File: src/rtl/ptx_pkg.sv
package ptx_pkg;
  localparam int DUR_W   = 15;
  localparam int HALF_W  = DUR_W + 1;
  localparam int ENTRY_W = 2 * HALF_W;

  typedef struct packed {
    logic             lvl;
    logic [DUR_W-1:0] dur;
  } ptx_half_t;
endpackage

File: src/rtl/ptx_mem.sv
module ptx_mem #(
  parameter int DEPTH = 8,
  parameter int NRD   = 3,
  parameter int W     = 32,
  localparam int AW   = $clog2(DEPTH)
) (
  input  logic                   clk_i,
  input  logic                   rst_ni,
  input  logic                   wr_en_i,
  input  logic [AW-1:0]          wr_addr_i,
  input  logic [W-1:0]           wr_data_i,
  input  logic [NRD-1:0][AW-1:0] rd_addr_i,
  output logic [NRD-1:0][W-1:0]  rd_data_o
);
  logic [W-1:0] mem_q [DEPTH];

  always_ff @(posedge clk_i or negedge rst_ni) begin
    if (!rst_ni) begin
      for (int i = 0; i < DEPTH; i++) mem_q[i] <= '0;
    end else if (wr_en_i) begin
      mem_q[wr_addr_i] <= wr_data_i;
    end
  end

  for (genvar g = 0; g < NRD; g++) begin : g_rd
    assign rd_data_o[g] = mem_q[rd_addr_i[g]];
  end
endmodule

File: src/rtl/ptx_tick_div.sv
module ptx_tick_div #(
  parameter int DIV_W = 8
) (
  input  logic             clk_i,
  input  logic             rst_ni,
  input  logic             clr_i,
  input  logic [DIV_W-1:0] div_i,
  output logic             tick_o
);
  logic [DIV_W-1:0] cnt_q;

  assign tick_o = (div_i <= DIV_W'(1)) || (cnt_q >= div_i - DIV_W'(1));

  always_ff @(posedge clk_i or negedge rst_ni) begin
    if (!rst_ni)     cnt_q <= '0;
    else if (clr_i)  cnt_q <= '0;
    else if (tick_o) cnt_q <= '0;
    else             cnt_q <= cnt_q + DIV_W'(1);
  end
endmodule

File: src/rtl/ptx_carrier.sv
module ptx_carrier #(
  parameter int CAR_W = 16
) (
  input  logic             clk_i,
  input  logic             rst_ni,
  input  logic             restart_i,
  input  logic [CAR_W-1:0] hi_i,
  input  logic [CAR_W-1:0] lo_i,
  output logic             wave_o
);
  logic             ph_q;
  logic [CAR_W-1:0] cnt_q;
  logic [CAR_W-1:0] span;
  logic             flip;

  assign span   = ph_q ? hi_i : lo_i;
  assign flip   = (span <= CAR_W'(1)) || (cnt_q >= span - CAR_W'(1));
  assign wave_o = ph_q;

  always_ff @(posedge clk_i or negedge rst_ni) begin
    if (!rst_ni) begin
      ph_q  <= 1'b1;
      cnt_q <= '0;
    end else if (restart_i) begin
      ph_q  <= 1'b1;
      cnt_q <= '0;
    end else if (flip) begin
      ph_q  <= ~ph_q;
      cnt_q <= '0;
    end else begin
      cnt_q <= cnt_q + CAR_W'(1);
    end
  end
endmodule

File: src/rtl/ptx_player.sv
module ptx_player
  import ptx_pkg::*;
#(
  parameter int DEPTH  = 8,
  parameter int LOOP_W = 10,
  parameter int LIM_W  = 9,
  localparam int AW    = $clog2(DEPTH)
) (
  input  logic                      clk_i,
  input  logic                      rst_ni,
  input  logic                      tick_i,
  input  logic                      start_i,
  input  logic                      stop_i,
  input  logic                      loop_clr_i,
  input  logic                      cont_i,
  input  logic                      loop_en_i,
  input  logic                      loop_stop_i,
  input  logic [LOOP_W-1:0]         loop_num_i,
  input  logic [LIM_W-1:0]          ent_lim_i,
  output logic [2:0][AW-1:0]        rd_addr_o,
  input  logic [2:0][ENTRY_W-1:0]   rd_data_i,
  output logic                      busy_o,
  output logic                      lvl_o,
  output logic                      done_o,
  output logic                      thr_o,
  output logic                      loop_o
);
  localparam logic [AW-1:0] LAST = AW'(DEPTH - 1);

  logic              busy_q, hsel_q, done_q, thr_q, loop_q;
  logic [AW-1:0]     idx_q;
  logic [DUR_W-1:0]  dcnt_q;
  logic [LIM_W-1:0]  ecnt_q;
  logic [LOOP_W-1:0] lcnt_q;

  ptx_half_t cur_h, nxt_h, first_h;
  logic      expire, at_end, nxt_mark, wrap, ent_done, thr_hit;
  logic      loop_inc, loop_hit, halt;

  assign rd_addr_o[0] = idx_q;
  assign rd_addr_o[1] = (idx_q == LAST) ? '0 : idx_q + AW'(1);
  assign rd_addr_o[2] = '0;

  assign cur_h   = hsel_q ? ptx_half_t'(rd_data_i[0][ENTRY_W-1:HALF_W])
                          : ptx_half_t'(rd_data_i[0][HALF_W-1:0]);
  assign nxt_h   = hsel_q ? ptx_half_t'(rd_data_i[1][HALF_W-1:0])
                          : ptx_half_t'(rd_data_i[0][ENTRY_W-1:HALF_W]);
  assign first_h = ptx_half_t'(rd_data_i[2][HALF_W-1:0]);

  assign expire   = busy_q && tick_i &&
                    ((cur_h.dur <= DUR_W'(1)) || (dcnt_q >= cur_h.dur - DUR_W'(1)));
  assign at_end   = hsel_q && (idx_q == LAST);
  assign nxt_mark = !at_end && (nxt_h.dur == '0);
  assign wrap     = expire && (at_end || nxt_mark);
  assign ent_done = expire && hsel_q;
  assign thr_hit  = ({1'b0, ecnt_q} + (LIM_W+1)'(1)) == {1'b0, ent_lim_i};
  assign loop_inc = wrap && cont_i && loop_en_i;
  assign loop_hit = ({1'b0, lcnt_q} + (LOOP_W+1)'(1)) == {1'b0, loop_num_i};
  assign halt     = wrap && (!cont_i || (loop_inc && loop_hit && loop_stop_i));

  assign busy_o = busy_q;
  assign lvl_o  = cur_h.lvl;
  assign done_o = done_q;
  assign thr_o  = thr_q;
  assign loop_o = loop_q;

  always_ff @(posedge clk_i or negedge rst_ni) begin
    if (!rst_ni) begin
      busy_q <= 1'b0;
      hsel_q <= 1'b0;
      idx_q  <= '0;
      dcnt_q <= '0;
      ecnt_q <= '0;
      done_q <= 1'b0;
      thr_q  <= 1'b0;
      loop_q <= 1'b0;
    end else begin
      done_q <= 1'b0;
      thr_q  <= 1'b0;
      loop_q <= 1'b0;
      if (start_i) begin
        busy_q <= (first_h.dur != '0);
        done_q <= (first_h.dur == '0);
        idx_q  <= '0;
        hsel_q <= 1'b0;
        dcnt_q <= '0;
        ecnt_q <= '0;
      end else if (stop_i) begin
        busy_q <= 1'b0;
      end else if (busy_q) begin
        if (tick_i) dcnt_q <= expire ? '0 : dcnt_q + DUR_W'(1);
        if (ent_done) begin
          if (thr_hit) begin
            ecnt_q <= '0;
            thr_q  <= 1'b1;
          end else begin
            ecnt_q <= ecnt_q + LIM_W'(1);
          end
        end
        if (wrap) begin
          idx_q  <= '0;
          hsel_q <= 1'b0;
          if (loop_inc && loop_hit) loop_q <= 1'b1;
          if (halt) begin
            busy_q <= 1'b0;
            done_q <= !cont_i;
          end
        end else if (expire) begin
          hsel_q <= ~hsel_q;
          if (hsel_q) idx_q <= idx_q + AW'(1);
        end
      end
    end
  end

  // loop counter survives start; only clear or target reach resets it
  always_ff @(posedge clk_i or negedge rst_ni) begin
    if (!rst_ni)                                  lcnt_q <= '0;
    else if (loop_clr_i)                          lcnt_q <= '0;
    else if (!start_i && !stop_i && loop_inc)     lcnt_q <= loop_hit ? '0 : lcnt_q + LOOP_W'(1);
  end
endmodule

File: src/rtl/pulse_tx.sv
module pulse_tx
  import ptx_pkg::*;
#(
  parameter int DEPTH  = 8,
  parameter int DIV_W  = 8,
  parameter int LOOP_W = 10,
  parameter int LIM_W  = 9,
  parameter int CAR_W  = 16,
  localparam int AW    = $clog2(DEPTH)
) (
  input  logic               clk_i,
  input  logic               rst_ni,
  input  logic               wr_en_i,
  input  logic [AW-1:0]      wr_addr_i,
  input  logic [ENTRY_W-1:0] wr_data_i,
  input  logic               start_i,
  input  logic               stop_i,
  input  logic               loop_clr_i,
  input  logic [DIV_W-1:0]   div_i,
  input  logic               cont_i,
  input  logic               loop_en_i,
  input  logic               loop_stop_i,
  input  logic [LOOP_W-1:0]  loop_num_i,
  input  logic [LIM_W-1:0]   ent_lim_i,
  input  logic               idle_lvl_i,
  input  logic               idle_en_i,
  input  logic               car_en_i,
  input  logic               car_gate_i,
  input  logic               car_pol_i,
  input  logic [CAR_W-1:0]   car_hi_i,
  input  logic [CAR_W-1:0]   car_lo_i,
  output logic               pin_o,
  output logic               pin_oe_o,
  output logic               done_o,
  output logic               thr_o,
  output logic               loop_o
);
  logic [2:0][AW-1:0]      rd_addr;
  logic [2:0][ENTRY_W-1:0] rd_data;
  logic tick, wave, busy, lvl, data_lvl, car_on;

  ptx_mem #(.DEPTH(DEPTH), .NRD(3), .W(ENTRY_W)) u_mem (
    .clk_i, .rst_ni, .wr_en_i, .wr_addr_i, .wr_data_i,
    .rd_addr_i(rd_addr), .rd_data_o(rd_data)
  );

  ptx_tick_div #(.DIV_W(DIV_W)) u_div (
    .clk_i, .rst_ni, .clr_i(start_i), .div_i, .tick_o(tick)
  );

  ptx_carrier #(.CAR_W(CAR_W)) u_car (
    .clk_i, .rst_ni, .restart_i(start_i), .hi_i(car_hi_i), .lo_i(car_lo_i), .wave_o(wave)
  );

  ptx_player #(.DEPTH(DEPTH), .LOOP_W(LOOP_W), .LIM_W(LIM_W)) u_play (
    .clk_i, .rst_ni, .tick_i(tick), .start_i, .stop_i, .loop_clr_i,
    .cont_i, .loop_en_i, .loop_stop_i, .loop_num_i, .ent_lim_i,
    .rd_addr_o(rd_addr), .rd_data_i(rd_data),
    .busy_o(busy), .lvl_o(lvl), .done_o, .thr_o, .loop_o
  );

  assign data_lvl = busy ? lvl : idle_lvl_i;
  assign pin_oe_o = busy | idle_en_i;
  assign car_on   = car_en_i & (busy | ~car_gate_i) & (data_lvl == car_pol_i);
  assign pin_o    = pin_oe_o & (car_on ? wave : data_lvl);
endmodule

File: config.mk
export PLATFORM = sky130hd
export DESIGN_NAME = pulse_tx
export DESIGN_NICKNAME = d
export VERILOG_FILES = /design/src/rtl/ptx_pkg.sv /design/src/rtl/ptx_mem.sv /design/src/rtl/ptx_tick_div.sv /design/src/rtl/ptx_carrier.sv /design/src/rtl/ptx_player.sv /design/src/rtl/pulse_tx.sv
export SDC_FILE = /design/constraint.sdc
export NUM_CORES = 1
export LEC_CHECK = 0
export ABC_AREA = 1
export CAP_MARGIN = 40
export CORE_MARGIN = 2
export CORE_UTILIZATION = 49
export DETAILED_ROUTE_END_ITERATION = 12
export PLACE_DENSITY = 0.68
export SLEW_MARGIN = 0
export SYNTH_ARGS = -nofsm -noshare
export SYNTH_HDL_FRONTEND = slang
export SYNTH_SLANG_ARGS = --single-unit
File: constraint.sdc
create_clock -name clk_i -period 4.9 [get_ports clk_i]
set_input_delay 0.49 -clock clk_i [delete_from_list [all_inputs] [get_ports clk_i]]
set_output_delay 0.49 -clock clk_i [all_outputs]
set_load 0.02 [all_outputs]
* Word-level counts from Yosys, hierarchy flattened
Cells that the tools add are included.
Widths: inputs -> output; s select.
** Storage, ports and cells
- Output and inout port bits :: 5
- Register bits :: 323
- Word-level logic and storage cells :: 159
** Operators by class
- Muxes and demuxes :: 65
- Magnitude comparators :: 10
- Reductions and logical operators :: 37
- $add $sub $neg :: 11
- Bitwise gates (word level) :: 11
- Equality and inequality tests :: 5
** Operators by type and width (number)
- $bwmux 256 :: 1
- $bmux 32 s3 :: 2
- $mux 15 :: 8
- $demux 32 s3 :: 1
- $mux 32 :: 3
- $mux 16 :: 4
- $mux 9 :: 5
- $logic_not 15->1 :: 2
- $mux 10 :: 3
- $mux 1 :: 29
- $mux 3 :: 7
- $add 16x1->16 const B :: 1
- $ge 16x16->1 :: 1
- $le 16x1->1 const B :: 1
- $mux 8 :: 2
- $sub 16x1->16 const B :: 1
- $add 15x1->15 const B :: 1
- $ge 15x15->1 :: 1
- $le 15x1->1 const B :: 1
- $reduce_bool 15->1 :: 1
- $sub 15x1->15 const B :: 1
- $logic_and 1x1->1 :: 14
- $ge 4x4->1 const B :: 3
- $not 3->4 :: 3
- 24 further kinds :: 43

* Longest topological paths before layout
- Depth in word-level cells :: 22
- Depth in mapped cells :: 28
- Mapped depth without buffers :: 27

* Hierarchy
From an unflattened synthesis, not the netlist that was laid out.
** Second synthesis, totals
- Cells, all modules :: 3916
- Area total of the unflattened synthesis :: 24135.6 µm²
** By module, submodules not included
- ptx_mem :: cells each 2906, area an instance 17320.4 µm², instances 1
- ptx_player :: cells each 613, area an instance 4130.2 µm², instances 1
- ptx_carrier :: cells each 279, area an instance 1875.5 µm², instances 1
- ptx_tick_div :: cells each 102, area an instance 739.5 µm², instances 1
- pulse_tx :: cells each 16, area an instance 70.1 µm², instances 1

* Worst setup path before layout
OpenSTA, ideal clock, no wires.
- Path type :: register to register
- From :: register u_car.ph_q (netlist: u_car.wave_o)
- To :: register u_car.cnt_q[13]
- Setup time :: 128 ps
- Data required time :: 4772 ps
- Cell stages (with the launch flop) :: 24
- Path slack :: 1336 ps
- Buffers on the path :: 2
- Data arrival time :: 3436 ps
- Cell sequence :: dfstp_2 -> buf_2 -> inv_1 -> or2_2 -> o21ai_0 -> inv_1 -> nor2_1 -> nand3_1 -> inv_1 -> nand2_1 -> nor2_1 -> nand3_1 -> nor2_1 -> nand3_1 -> xnor2_1 -> ha_1 -> nand4_1 -> nor3_1 -> nand2_1 -> o2111ai_1 -> nor2_1 -> nand2_1 -> buf_2 -> nor3_1
** Between the ends
- Longest elaborated chain between the ends :: 6
- Elaborated cells between the ends (all ways) :: 7
** Ends and longest elaborated chain
- start: declaration :: line ptx_carrier.sv:11 : logic ph_q;
- start signal: assignment :: line ptx_carrier.sv:28 : ph_q <= ~ph_q;
- $mux 16 (*) :: line ptx_carrier.sv:16 : assign span = ph_q ? hi_i : lo_i;
- $sub 16x1->16 :: line ptx_carrier.sv:17 : assign flip = (span <= CAR_W'(1)) || (cnt_q >= span - CAR_W'(1));
- $ge 16x16->1 :: line ptx_carrier.sv:17
- $logic_or 1x1->1 (*) :: line ptx_carrier.sv:17
- $mux 16 (*) :: line ptx_carrier.sv:27 : end else if (flip) begin
- $mux 16 (*) :: line ptx_carrier.sv:24 : end else if (restart_i) begin
- end signal: assignment :: line ptx_carrier.sv:31 : cnt_q <= cnt_q + CAR_W'(1);
- end: declaration :: line ptx_carrier.sv:12 : logic [CAR_W-1:0] cnt_q;
Every way passes the cells marked *; elsewhere a longest branch is shown, timed or not.
A chain may end at the register's enable or synchronous reset.

* Worst setup path in the final report
- From :: register u_play.idx_q[0]
- To :: register u_play.idx_q[0]
** Between the ends
- Longest elaborated chain between the ends :: 15
- Elaborated cells between the ends (all ways) :: 33
** Ends and longest elaborated chain
- start: declaration :: line ptx_player.sv:31 : logic [AW-1:0] idx_q;
- start signal: assignment :: line ptx_player.sv:110 : if (hsel_q) idx_q <= idx_q + AW'(1);
- branches (longest 15 deep; another with $sub 15x1->15)
Parallel ways; which one is timed is not known. The select of a mux whose other input is x is not followed.

==> results_dict.tcl <==
set metrics [dict create \
    critPathKind "flop to flop" \
    drive_gt1_frac 0.0538 \
    grt_pass1_wl_um 81800 \
    via_per_inst 5.33 \
    io_buffers 112 \
    antenna_found_initial 1 \
    first_iter_violations 1372 \
    synth_most_common_cell "nand2_1" \
    synth_edf_count 0 \
    synth_area_sq_um 18500 \
    initial_core_util 0.494 \
    p_leak_nw 10.4 \
    fmax_ghz 0.227 \
    routed_wl_um 49700 \
    hold_path_class "input pin to async pin" \
    drc 0 \
    cp-end-kind "flop" \
    slew_violations 0 \
    avgSynthCellArea_sq_um 7.32 \
    cp_data_arrival_time_ns 4.80 \
    ys.warnings.count 0 \
    relSlewSlack 0.365 \
    p_per_area_nw_per_um2 404 \
    crit_start "u_play.idx_q[0]" \
    cp.required_ns 5.28 \
    final_net_count 2754 \
    grt_max_degree 123 \
    tightest_slew_ns 0.953 \
    final_area_sq_um 21300 \
    ys_seq_area_frac 0.437 \
    cts_tree "built" \
    grt_remaining_overflow 0 \
    dieArea_sq_um 39300 \
    ys_types 45 \
    final_util 0.568 \
    synth_flop_cell "dfrtp_1" \
    cts_sinks 323 \
    vias 16700 \
    async_flop_share 1.00 \
    hold_slack_ns 0.0534 \
    total_power_mw 8.60 \
    drtPass1Iterations 7 \
    insertion_delay_ns 0.53 \
    fp.dieH_um 198 \
    cts_made_buffers 36 \
    core-area_sq_um 37400 \
    reg2reg_from "u_play.idx_q[0]" \
    area.growth.synth_to_final_pct 14.9 \
    postSynthCellCount 2526 \
    status "finished clean" \
    hpwl_um 33200 \
    postCtsHoldBufs 0 \
    r2r_cells 26 \
    cp_max_fo 73 \
    clk_pin_slew_ns 0.06 \
    wl_per_cell_um 15.9 \
    synth_top_area_frac 0.436 \
    die_x_um 198 \
    final.period_utilization 0.901 \
    cts_root_buf "clkbuf_16" \
    ff2ff_setup_slack_ns 0.49 \
    finalWeightedCongestion 0.896 \
    clockBufferDepth 3 \
    ir_drop_mv 0.266 \
    fin_crit_ns 4.41 \
    fp-row-count 71 \
    skew_ns 0.0146 \
    yosys-top-cells-count "nand2_1, dfrtp_1, o21ai_0" \
    grtUsageTotal 0.259 \
    r2r-end "u_play.idx_q[0]" \
    grt_pass1_vias 16000 \
    syn_nets 2686 \
    cts_max_level 2 \
    ioPinCount 113 \
    placed_cell_area_sq_um 20000 \
    drv_cap 0 \
    setup_viol 0 \
    synthTopCellsByArea "dfrtp_1, nand2_1, o21ai_0" \
    synth_top_area_cell "dfrtp_1" \
    ys_ff_latch 323 \
    start_kind "flop" \
    hold_violations 0 \
    final_antenna_net_count 0 \
]
## cell families after synthesis
kind of cell | Yosys count | synth area share
buffers and inverters | 403 | 0.0903
and+or+nand+nor | 1288 | 0.294
adders and majority gates | 52 | 0.0352
muxes | 5 | 0.00271
AOI/OAI and AO/OA | 389 | 0.110
DFF | 323 | 0.437
xor gates and xnor gates | 66 | 0.0313
## worst max-delay path by stage
stage	end	slack [ns]	cells after the start
2_1_floorplan	u_car.cnt_q[13]	1.34	23
3_3_place_gp	u_car.cnt_q[3]	0.31	20
3_5_place_dp	u_car.cnt_q[9]	0.17	20
4_1_cts	u_car.cnt_q[3]	0.14	21
5_1_grt	u_car.cnt_q[3]	-0.0008	21
6_report	u_play.idx_q[0]	0.49	26
## placed cells by master, fill, tap and decap left out, types with 3 or more instances in the layout
cell	instances
nor3b_1	7
or2_2	12
nand3_1	237
xor2_1	40
o21ai_0	301
o21a_1	4
buf_4	25
a21oi_1	46
clkinvlp_4	3
nor2_2	5
nor2_1	210
buf_12	7
clkbuf_16	36
o22ai_1	6
o21ai_1	8
nand2_1	726
o211ai_1	10
nand4_1	29
o221ai_1	4
ha_1	52
nand3_2	3
clkinv_2	10
inv_1	282
nand2_2	10
dfrtp_1	320
mux2i_1	5
clkbuf_1	6
a211oi_1	6
clkdlybuf4s50_1	111
nand3b_1	4
nor3_1	25
clkbuf_8	9
nor4_1	7
clkinv_8	3
xnor2_1	26
## metal layers
layer / track usage / vias up / routed length (um)
li1: - / 8232 / -
met2: 0.417 / 562 / 22700
met3: 0.0412 / 90 / 3300
met4: 0.0994 / 0 / 1690
met5: 0 / - / 0
met1: 0.353 / 7834 / 22100
## sequential cells by signal, summed over array words and instances (netlist names), 3 cells and up
name,cells
u_play.lcnt_q,10
u_play.dcnt_q,15
u_div.cnt_q,8
u_play.idx_q,3
u_mem.mem_q,256
u_play.ecnt_q,9
u_car.cnt_q,16
## final cells by class
class	instances	area, sq um
tap	511	639
antenna	1	2.50
clock inverter	15	136
multi-input combinational	1800	8770
sequential	323	8090
inverter	287	1080
clock buffer	51	1050
timing repair buffer	146	1480
fill	3513	16100
## power by group
part	total (mW)	switching, mW	internal [mW]
Combinational	2.55	1.63	0.913
Sequential	3.37	0.274	3.09
Clock	2.68	1.13	1.56
Total	8.60	3.03	5.56
## repair_timing
| action | in CTS | in global routing |
|---|---|---|
| setup endpoints to repair | 0 | 18 |
| buffers inserted | 0 | 3 |
| gates resized for setup | 0 | 8 |
## per-stage QoR
step | setup WS, ns | std cells | TNS, ns
floorplan | 1.34 | 2526 | 0
global placement | 0.307 | 3063 | 0
detailed placement | 0.169 | 3064 | 0
CTS | 0.144 | 3130 | 0
global route | -0.000814 | 3133 | -0.000814
finish | 0.486 | 3134 | 0
## critical path, cell delays in order (launching register included)
cell,delay (ns)
dfrtp_4,0.56
buf_12,0.24
nor2_1,0.13
nor2_1,0.04
o21ai_1,0.08
nand3_1,0.09
nand3_1,0.15
nand2_1,0.13
inv_2,0.10
ha_1,0.20
nand2_1,0.11
nor2_2,0.20
nand3_1,0.14
nor3_1,0.20
xnor2_1,0.16
ha_1,0.28
a21oi_1,0.13
o21ai_0,0.09
a21oi_1,0.12
nand2_1,0.06
nor2_1,0.12
nand3_2,0.18
nand3_2,0.20
nand2_1,0.10
nand2_2,0.15
nand2_1,0.07
o21ai_1,0.21
No activity file was read; power rests on OpenSTA's default activity.
